**src/rtl/wdt_pkg.sv**
```systemverilog
package wdt_pkg;
  localparam int ADDR_W = 6;
  localparam int DATA_W = 16;
  localparam int CNT_W  = 15;

  // register offsets; software decodes these, so they are fixed
  localparam logic [ADDR_W-1:0] OFS_FEED    = 6'h00;
  localparam logic [ADDR_W-1:0] OFS_TIMEOUT = 6'h04;
  localparam logic [ADDR_W-1:0] OFS_STOP1   = 6'h08;
  localparam logic [ADDR_W-1:0] OFS_STOP2   = 6'h0C;
  localparam logic [ADDR_W-1:0] OFS_STATUS  = 6'h10;
  localparam logic [ADDR_W-1:0] OFS_COUNT   = 6'h14;
  localparam logic [ADDR_W-1:0] OFS_DEBUG   = 6'h18;
  localparam logic [ADDR_W-1:0] OFS_RESUME  = 6'h1C;
  localparam logic [ADDR_W-1:0] OFS_EVENT   = 6'h20;
  localparam logic [ADDR_W-1:0] OFS_MASK    = 6'h24;
  localparam logic [ADDR_W-1:0] OFS_FORCE   = 6'h28;

  // key words and signature codes
  localparam logic [DATA_W-1:0] KEY_FEED    = 16'hFEED;
  localparam logic [DATA_W-1:0] KEY_STOP1   = 16'h2BAD;
  localparam logic [DATA_W-1:0] KEY_STOP2   = 16'hCAFE;
  localparam logic [DATA_W-1:0] KEY_RESUME  = 16'hACED;
  localparam logic [DATA_W-1:0] KEY_CLRSTAT = 16'hE8B4;
  localparam logic [DATA_W-1:0] SIG_STOPPED = 16'hDABE;
  localparam logic [DATA_W-1:0] SIG_RUNNING = 16'h0000;
  localparam logic [DATA_W-1:0] SIG_EXPIRED = 16'hCFE8;
  localparam logic [DATA_W-1:0] SIG_NORMAL  = 16'h0000;

  typedef struct packed {
    logic              en;
    logic [ADDR_W-1:0] addr;
    logic [DATA_W-1:0] data;
  } bus_wr_t;

  // count after one running tick, expiry excluded
  function automatic logic [CNT_W-1:0] cnt_step(input logic [CNT_W-1:0] c);
    return (c == '0) ? c : c - CNT_W'(1);
  endfunction

  // the tick that takes the count past 1 is the expiring one
  function automatic logic cnt_expires(input logic [CNT_W-1:0] c);
    return c <= CNT_W'(1);
  endfunction

  // the tick that lands the count on 1 gives the early warning
  function automatic logic cnt_warns(input logic [CNT_W-1:0] c);
    return c == CNT_W'(2);
  endfunction

  function automatic logic hit(input bus_wr_t w, input logic [ADDR_W-1:0] a,
                               input logic [DATA_W-1:0] k);
    return w.en && (w.addr == a) && (w.data == k);
  endfunction
endpackage

```
**src/rtl/wdt_counter.sv**
```systemverilog
module wdt_counter
  import wdt_pkg::*;
#(
  parameter int               RST_CYC = 4,
  parameter int               SETTLE  = 2,
  parameter logic [CNT_W-1:0] DEF_TO  = 15'd6000
) (
  input  logic             clk,
  input  logic             rst_n,
  input  logic             tick,
  input  logic             run,
  input  logic             feed,
  input  logic [CNT_W-1:0] to_val,
  output logic [CNT_W-1:0] cnt,
  output logic             unstable,
  output logic             fire,
  output logic             warn,
  output logic             wdt_rst
);
  localparam int RW = $clog2(RST_CYC + 1);
  localparam int SW = $clog2(SETTLE + 1);

  logic [CNT_W-1:0] cnt_q, cnt_d;
  logic [RW-1:0]    rst_cnt_q;
  logic [SW-1:0]    settle_q;
  logic             step;

  always_comb begin
    step  = tick && run;
    fire  = step && !feed && cnt_expires(cnt_q);
    warn  = step && !feed && cnt_warns(cnt_q);
    cnt_d = cnt_q;
    if (feed || fire) cnt_d = to_val;
    else if (step)    cnt_d = cnt_step(cnt_q);
  end

  always_ff @(posedge clk or negedge rst_n) begin
    if (!rst_n) begin
      cnt_q     <= DEF_TO;
      settle_q  <= '0;
      rst_cnt_q <= '0;
    end else begin
      cnt_q <= cnt_d;
      if (cnt_d != cnt_q)      settle_q <= SW'(SETTLE);
      else if (settle_q != '0) settle_q <= settle_q - SW'(1);
      if (fire)                 rst_cnt_q <= RW'(RST_CYC);
      else if (rst_cnt_q != '0) rst_cnt_q <= rst_cnt_q - RW'(1);
    end
  end

  assign cnt      = cnt_q;
  assign unstable = (settle_q != '0);
  assign wdt_rst  = (rst_cnt_q != '0);

  a_r5_fire_pulse: assert property (@(posedge clk) disable iff (!rst_n)
    fire |=> wdt_rst);
  a_r5_reload: assert property (@(posedge clk) disable iff (!rst_n)
    fire |=> (cnt == $past(to_val)));
  a_r4_hold: assert property (@(posedge clk) disable iff (!rst_n)
    (!step && !feed) |=> $stable(cnt));
  a_r10_unsettled: assert property (@(posedge clk) disable iff (!rst_n)
    (cnt != $past(cnt)) |-> unstable);
endmodule

```
**src/rtl/wdt_irq.sv**
```systemverilog
module wdt_irq (
  input  logic clk,
  input  logic rst_n,
  input  logic warn,
  input  logic force_on,
  input  logic ack,
  input  logic mask_on,
  output logic evt,
  output logic irq
);
  logic evt_q;
  logic set;

  assign set = warn || force_on;

  always_ff @(posedge clk or negedge rst_n) begin
    if (!rst_n)   evt_q <= 1'b0;
    else if (set) evt_q <= 1'b1;
    else if (ack) evt_q <= 1'b0;
  end

  assign evt = evt_q;
  assign irq = evt_q && mask_on;

  a_r11_warn_sets: assert property (@(posedge clk) disable iff (!rst_n)
    warn |=> evt);
  a_r11_ack_clears: assert property (@(posedge clk) disable iff (!rst_n)
    (ack && !set) |=> !evt);
  a_r12_force_holds: assert property (@(posedge clk) disable iff (!rst_n)
    force_on |=> evt);
endmodule

```
**src/rtl/wdt_regs.sv**
```systemverilog
module wdt_regs
  import wdt_pkg::*;
#(
  parameter logic [CNT_W-1:0] DEF_TO = 15'd6000
) (
  input  logic              clk,
  input  logic              rst_n,
  input  logic              por_n,
  input  bus_wr_t           wr,
  input  logic [ADDR_W-1:0] raddr,
  input  logic              dbg_mode,
  input  logic [CNT_W-1:0]  cnt,
  input  logic              unstable,
  input  logic              evt,
  input  logic              fire,
  output logic [DATA_W-1:0] rdata,
  output logic              feed,
  output logic [CNT_W-1:0]  to_val,
  output logic              run,
  output logic              force_on,
  output logic              mask_on,
  output logic              ack
);
  logic [CNT_W-1:0] to_q;
  logic en_q, armed_q, dbg_en_q, mask_q, force_q, status_q;
  logic stop1_hit, stop2_hit, resume_hit, clr_hit;

  always_comb begin
    feed       = hit(wr, OFS_FEED, KEY_FEED);
    stop1_hit  = hit(wr, OFS_STOP1, KEY_STOP1);
    stop2_hit  = hit(wr, OFS_STOP2, KEY_STOP2) && armed_q;
    resume_hit = hit(wr, OFS_RESUME, KEY_RESUME) && !en_q;
    clr_hit    = hit(wr, OFS_STATUS, KEY_CLRSTAT);
    ack        = wr.en && (wr.addr == OFS_EVENT) && wr.data[0];
  end

  always_ff @(posedge clk or negedge rst_n) begin
    if (!rst_n) begin
      to_q     <= DEF_TO;
      en_q     <= 1'b0;
      armed_q  <= 1'b0;
      dbg_en_q <= 1'b0;
      mask_q   <= 1'b0;
      force_q  <= 1'b0;
    end else begin
      // the first stop key arms only until the next bus write
      if (wr.en) armed_q <= stop1_hit;
      if (stop2_hit)       en_q <= 1'b0;
      else if (resume_hit) en_q <= 1'b1;
      if (wr.en) begin
        case (wr.addr)
          OFS_TIMEOUT: to_q     <= wr.data[CNT_W-1:0];
          OFS_DEBUG:   dbg_en_q <= wr.data[0];
          OFS_MASK:    mask_q   <= wr.data[0];
          OFS_FORCE:   force_q  <= wr.data[0];
          default: ;
        endcase
      end
    end
  end

  // status sits on the power-on reset only
  always_ff @(posedge clk or negedge por_n) begin
    if (!por_n)       status_q <= 1'b0;
    else if (fire)    status_q <= 1'b1;
    else if (clr_hit) status_q <= 1'b0;
  end

  always_comb begin
    rdata = '0;
    case (raddr)
      OFS_TIMEOUT: rdata = {1'b0, to_q};
      OFS_STOP2:   rdata = en_q ? SIG_RUNNING : SIG_STOPPED;
      OFS_STATUS:  rdata = status_q ? SIG_EXPIRED : SIG_NORMAL;
      OFS_COUNT:   rdata = {unstable, cnt};
      OFS_DEBUG:   rdata = {14'b0, dbg_mode, dbg_en_q};
      OFS_EVENT:   rdata = {15'b0, evt};
      OFS_MASK:    rdata = {15'b0, mask_q};
      OFS_FORCE:   rdata = {15'b0, force_q};
      default:     rdata = '0;
    endcase
  end

  assign to_val   = to_q;
  assign run      = en_q && (!dbg_mode || dbg_en_q);
  assign force_on = force_q;
  assign mask_on  = mask_q;

  a_r7_stop: assert property (@(posedge clk) disable iff (!rst_n)
    stop2_hit |=> !en_q);
  a_r8_lone_key: assert property (@(posedge clk) disable iff (!rst_n)
    (hit(wr, OFS_STOP2, KEY_STOP2) && !armed_q) |=> $stable(en_q));
  a_r9_resume: assert property (@(posedge clk) disable iff (!rst_n)
    resume_hit |=> en_q);
  a_r6_sticky: assert property (@(posedge clk) disable iff (!por_n)
    fire |=> status_q);
  a_r13_debug_stall: assert property (@(posedge clk) disable iff (!rst_n)
    (dbg_mode && !dbg_en_q) |-> !run);
endmodule

```
**src/rtl/keyed_watchdog.sv**
```systemverilog
module keyed_watchdog
  import wdt_pkg::*;
#(
  parameter int               RST_CYC = 4,
  parameter int               SETTLE  = 2,
  parameter logic [CNT_W-1:0] DEF_TO  = 15'd6000
) (
  input  logic              clk,
  input  logic              rst_n,
  input  logic              por_n,
  input  logic              tick,
  input  logic              dbg_mode,
  input  logic              wr_en,
  input  logic [ADDR_W-1:0] addr,
  input  logic [DATA_W-1:0] wdata,
  output logic [DATA_W-1:0] rdata,
  output logic              irq,
  output logic              wdt_rst
);
  bus_wr_t          wr;
  logic [CNT_W-1:0] cnt, to_val;
  logic unstable, fire, warn, feed, run, force_on, mask_on, ack, evt;

  assign wr = '{en: wr_en, addr: addr, data: wdata};

  wdt_regs #(.DEF_TO(DEF_TO)) u_regs (
    .clk(clk), .rst_n(rst_n), .por_n(por_n), .wr(wr), .raddr(addr),
    .dbg_mode(dbg_mode), .cnt(cnt), .unstable(unstable), .evt(evt),
    .fire(fire), .rdata(rdata), .feed(feed), .to_val(to_val), .run(run),
    .force_on(force_on), .mask_on(mask_on), .ack(ack)
  );

  wdt_counter #(.RST_CYC(RST_CYC), .SETTLE(SETTLE), .DEF_TO(DEF_TO)) u_cnt (
    .clk(clk), .rst_n(rst_n), .tick(tick), .run(run), .feed(feed),
    .to_val(to_val), .cnt(cnt), .unstable(unstable), .fire(fire),
    .warn(warn), .wdt_rst(wdt_rst)
  );

  wdt_irq u_irq (
    .clk(clk), .rst_n(rst_n), .warn(warn), .force_on(force_on), .ack(ack),
    .mask_on(mask_on), .evt(evt), .irq(irq)
  );

  a_r12_irq_needs_mask: assert property (@(posedge clk) disable iff (!rst_n)
    irq |-> (evt && mask_on));
endmodule

```
**config.mk**
```make
export PLATFORM = sky130hd
export DESIGN_NAME = keyed_watchdog
export DESIGN_NICKNAME = d
export VERILOG_FILES = /design/src/rtl/wdt_pkg.sv /design/src/rtl/wdt_counter.sv /design/src/rtl/wdt_irq.sv /design/src/rtl/wdt_regs.sv /design/src/rtl/keyed_watchdog.sv
export SDC_FILE = /design/constraint.sdc
export NUM_CORES = 1
export LEC_CHECK = 0
export BUFFER_PORTS_ARGS = -buffer_cell sky130_fd_sc_hd__buf_2
export CAP_MARGIN = 5
export CORE_MARGIN = 2
export CORE_UTILIZATION = 50
export DETAILED_ROUTE_END_ITERATION = 16
export PLACE_DENSITY = 0.72
export RECOVER_POWER = 100
export SLEW_MARGIN = 20
export SYNTH_ARGS = -nofsm -noshare
export SYNTH_HDL_FRONTEND = slang
export SYNTH_SLANG_ARGS = --single-unit
export TNS_END_PERCENT = 5
```
**constraint.sdc**
```tcl
create_clock -name clk -period 6.77 [get_ports clk]
set_clock_uncertainty 0.1 [all_clocks]
set_input_delay 1.354 -clock clk [delete_from_list [all_inputs] [get_ports clk]]
set_output_delay 1.354 -clock clk [all_outputs]
set_load 0.02 [all_outputs]
```
==> results.txt <==
PD cells = 202.4 nW/µm²
Initial Util = 0.5219
RSZ-0062 raised after global routing = false
Data arrival, critical path = 3.98 ns
setup TNS = 0 ns
hold path start = u_regs.force_on$_DFFE_PN0P_
Cells after Synth = 288
r2r setup slk = 4.07 ns
predominant post-synthesis flop cell = dfrtp_1
Async SR Flop Fraction = 1.000
initial antenna violation count = 0
std cell rows = 27
reg2reg start = u_cnt.cnt[3]$_DFF_PN0_
violated checks = max-capacitance violations, max-slew violations
yosys warns = 0
R2R Path End = u_cnt.cnt[1]$_DFF_PN0_
CP max-delay cell = nor3_1
nets = 359
vias in the first global route = 2298
maximum buffer depth of the clock tree = 2
initial drt markers = 252
Max VDD drop = 0.1124 mV
maxcap violations = 2
vias post-DR = 2395
CTS Buf Count = 5
Remaining Overflow, GRT = 0
Die Span Y = 80.05 µm
Post-CTS Setup Bufs = 0
drc violations = 0
TritonRoute pass-1 iters = 4
commonest non-fill, non-tap cell in the layout = dfrtp_1
# port buffers = 45
CP top delay family = simple AND/OR/NAND/NOR gates
top cells by area, synth = dfrtp_1 24%, dfstp_2 13%, mux2_2 8.6%
top cell type's share of synthesized area = 0.2423
fin crit period = 5.431 ns
GRT Total Usage = 0.2315
CTS tree = built
final setup vio count = 0
Clock Sinks = 42
Tcrit/Tclk final = 0.8022
# IOs = 46
Avg Vias per Cell = 6.018
most frequent cells in the layout = 28 x dfrtp_1, 25 x nand2_1, 23 x clkbuf_1
Worst Path Class, Setup = input port to output pin
core footprint = 5540 µm²
Synth Net Count = 322
Max Freq = 184.1 MHz
largest net degree at the start of global routing = 42
Post-DRT Antenna Nets = 0
die area = 6407 µm²
CP cell instances = clkbuf_1 > nor3_1 > nand2_1 > nor3_1 > a222oi_1 > o21ai_0 > clkbuf_1
ratio of cells with drive above 1 in the final layout = 0.2178
detailed-route wire length = 6.981 mm
Root Buffer = clkbuf_8
Synth cell types = 53
Startpoint Class = input port
Max stage delay on crit path = 1.27 ns
area grow syn2layout = 9.823%
CP endpoint kind = output pin
worst-case reg-to-reg path depth = 5
Yosys reg bits = 42
wire per inst = 17.54 µm
htree depth = 2
required time worst endpoint = 5.32 ns
slew margin rel. = -0.4261
cts hold-fix bufs = 0
Cell Area, Synth = 2892 µm²
HP Class = register to register
Seq/Total Area, Yosys = 0.3695
final slew viol count = 59
Hold Path Cell Cnt = 2
clock latency on the worst-skew pair = 0.30 ns
# diodes = 0
GP Congestion = 0.8929
dpl hpwl = 5.358 mm
global-route wire length before repair = 11.32 mm
P_leak = 1.458 nW
Design Power = 0.6426 mW
Worst-path clk slew = 0.08 ns
run status = complete, but fails checks
Max FO, Critical Path = 16
die width = 80.05 µm
worst slew pin tran = 2.139 ns
fill count = 518
syn avg cell area = 10.04 µm²
CP Buf/Inv Count = 2
Hold Violations, Final = 0
post-CTS sizing = 0
hold path endpoint = u_irq.evt$_DFFE_PN0P_
number of flops mapped to enable cells by yosys = 0
largest area contributor in the netlist = dfrtp_1
tightest hold or removal path, delay by kind of cell (launching register included):
family             cells  cell delay (ns)
AOI/OAI and AO/OA      1             0.05
DFF                    1             0.36
and+or+nand+nor        1             0.05
synth_stat cells (8+ instances only):
library cell and count:
dfrtp_1 28, mux2_4 8, nand4_1 14, inv_1 10
dfstp_2 14, nor3_1 8, mux2_2 22, xnor2_1 10
clkbuf_1 8, nor2_1 14, nand2_1 24, nor4_1 12
xor2_1 19
per-layer routing:
metal / vias to the layer above / track usage / routed length (µm)
met3: 13 / 0.03733 / 337
met2: 85 / 0.3800 / 3289
li1: 1133 / - / -
met1: 1164 / 0.3161 / 3218
met5: - / 0 / 0
met4: 0 / 0.06441 / 135
cell type report:
class | instances | area, µm² | area share
Clock buffer | 6 | 82.58 | 0.02600
Clock inverter | 2 | 60.06 | 0.01891
Inverter | 10 | 37.54 | 0.01182
Multi-Input combinational cell | 221 | 1640 | 0.5165
Sequential cell | 42 | 1069 | 0.3365
Tap cell | 72 | 90.09 | 0.02837
Timing Repair Buffer | 45 | 196.4 | 0.06186
per-stage QoR:
stage	worst slack [ns]	std cells	hold slack [ns]	utilization	area (µm²)
global route	1.116	398	0.4463	0.5732	3176
global placement	2.154	390	0.3727	0.5621	3114
detailed placement	2.134	390	0.3756	0.5621	3114
floorplan	2.737	288	0.3475	-	2892
finish	1.339	398	0.3867	0.5732	3176
CTS	2.110	398	0.3929	0.5879	3257
where the power goes:
group | leakage, nW | internal, mW | switching [mW]
Combinational | 0.873 | 0.0434 | 0.0517
Sequential | 0.514 | 0.277 | 0.0226
Clock | 0.0714 | 0.157 | 0.0905
worst max path at each step:
stage	start	to	slack [ns]	cells past startpoint
after detailed placement	addr[3]	rdata[0]	2.13	7
after global placement	addr[3]	rdata[0]	2.15	7
final	addr[3]	rdata[0]	1.34	7
after CTS	addr[3]	rdata[0]	2.11	7
after global routing	addr[3]	rdata[0]	1.12	7
after floorplan	addr[3]	rdata[10]	2.74	5
logic make-up (layout without fill, tap and decap cells):
family                   Yosys count  in the layout  synth area share
AND/OR/NAND/NOR                  115            115            0.2354
buffers and inverters             25             63           0.04500
XOR/XNOR                          29             29           0.08784
adder cells (fa/ha/maj)            6              6           0.02596
flip-flops                        42             42            0.3695
AO/OA/AOI/OAI                     38             38           0.09866
multiplexers                      33             33            0.1376
flip-flops by register name, indices dropped and copies added (netlist names):
name	cells
u_cnt.settle_q	2
u_regs.status_q	1
u_irq.evt	1
u_regs.dbg_en_q	1
u_regs.to_val	15
u_regs.en_q	1
u_regs.armed_q	1
u_regs.force_on	1
u_cnt.cnt	15
u_cnt.rst_cnt_q	3
u_regs.mask_on	1
(Power assumes the default switching activity.)
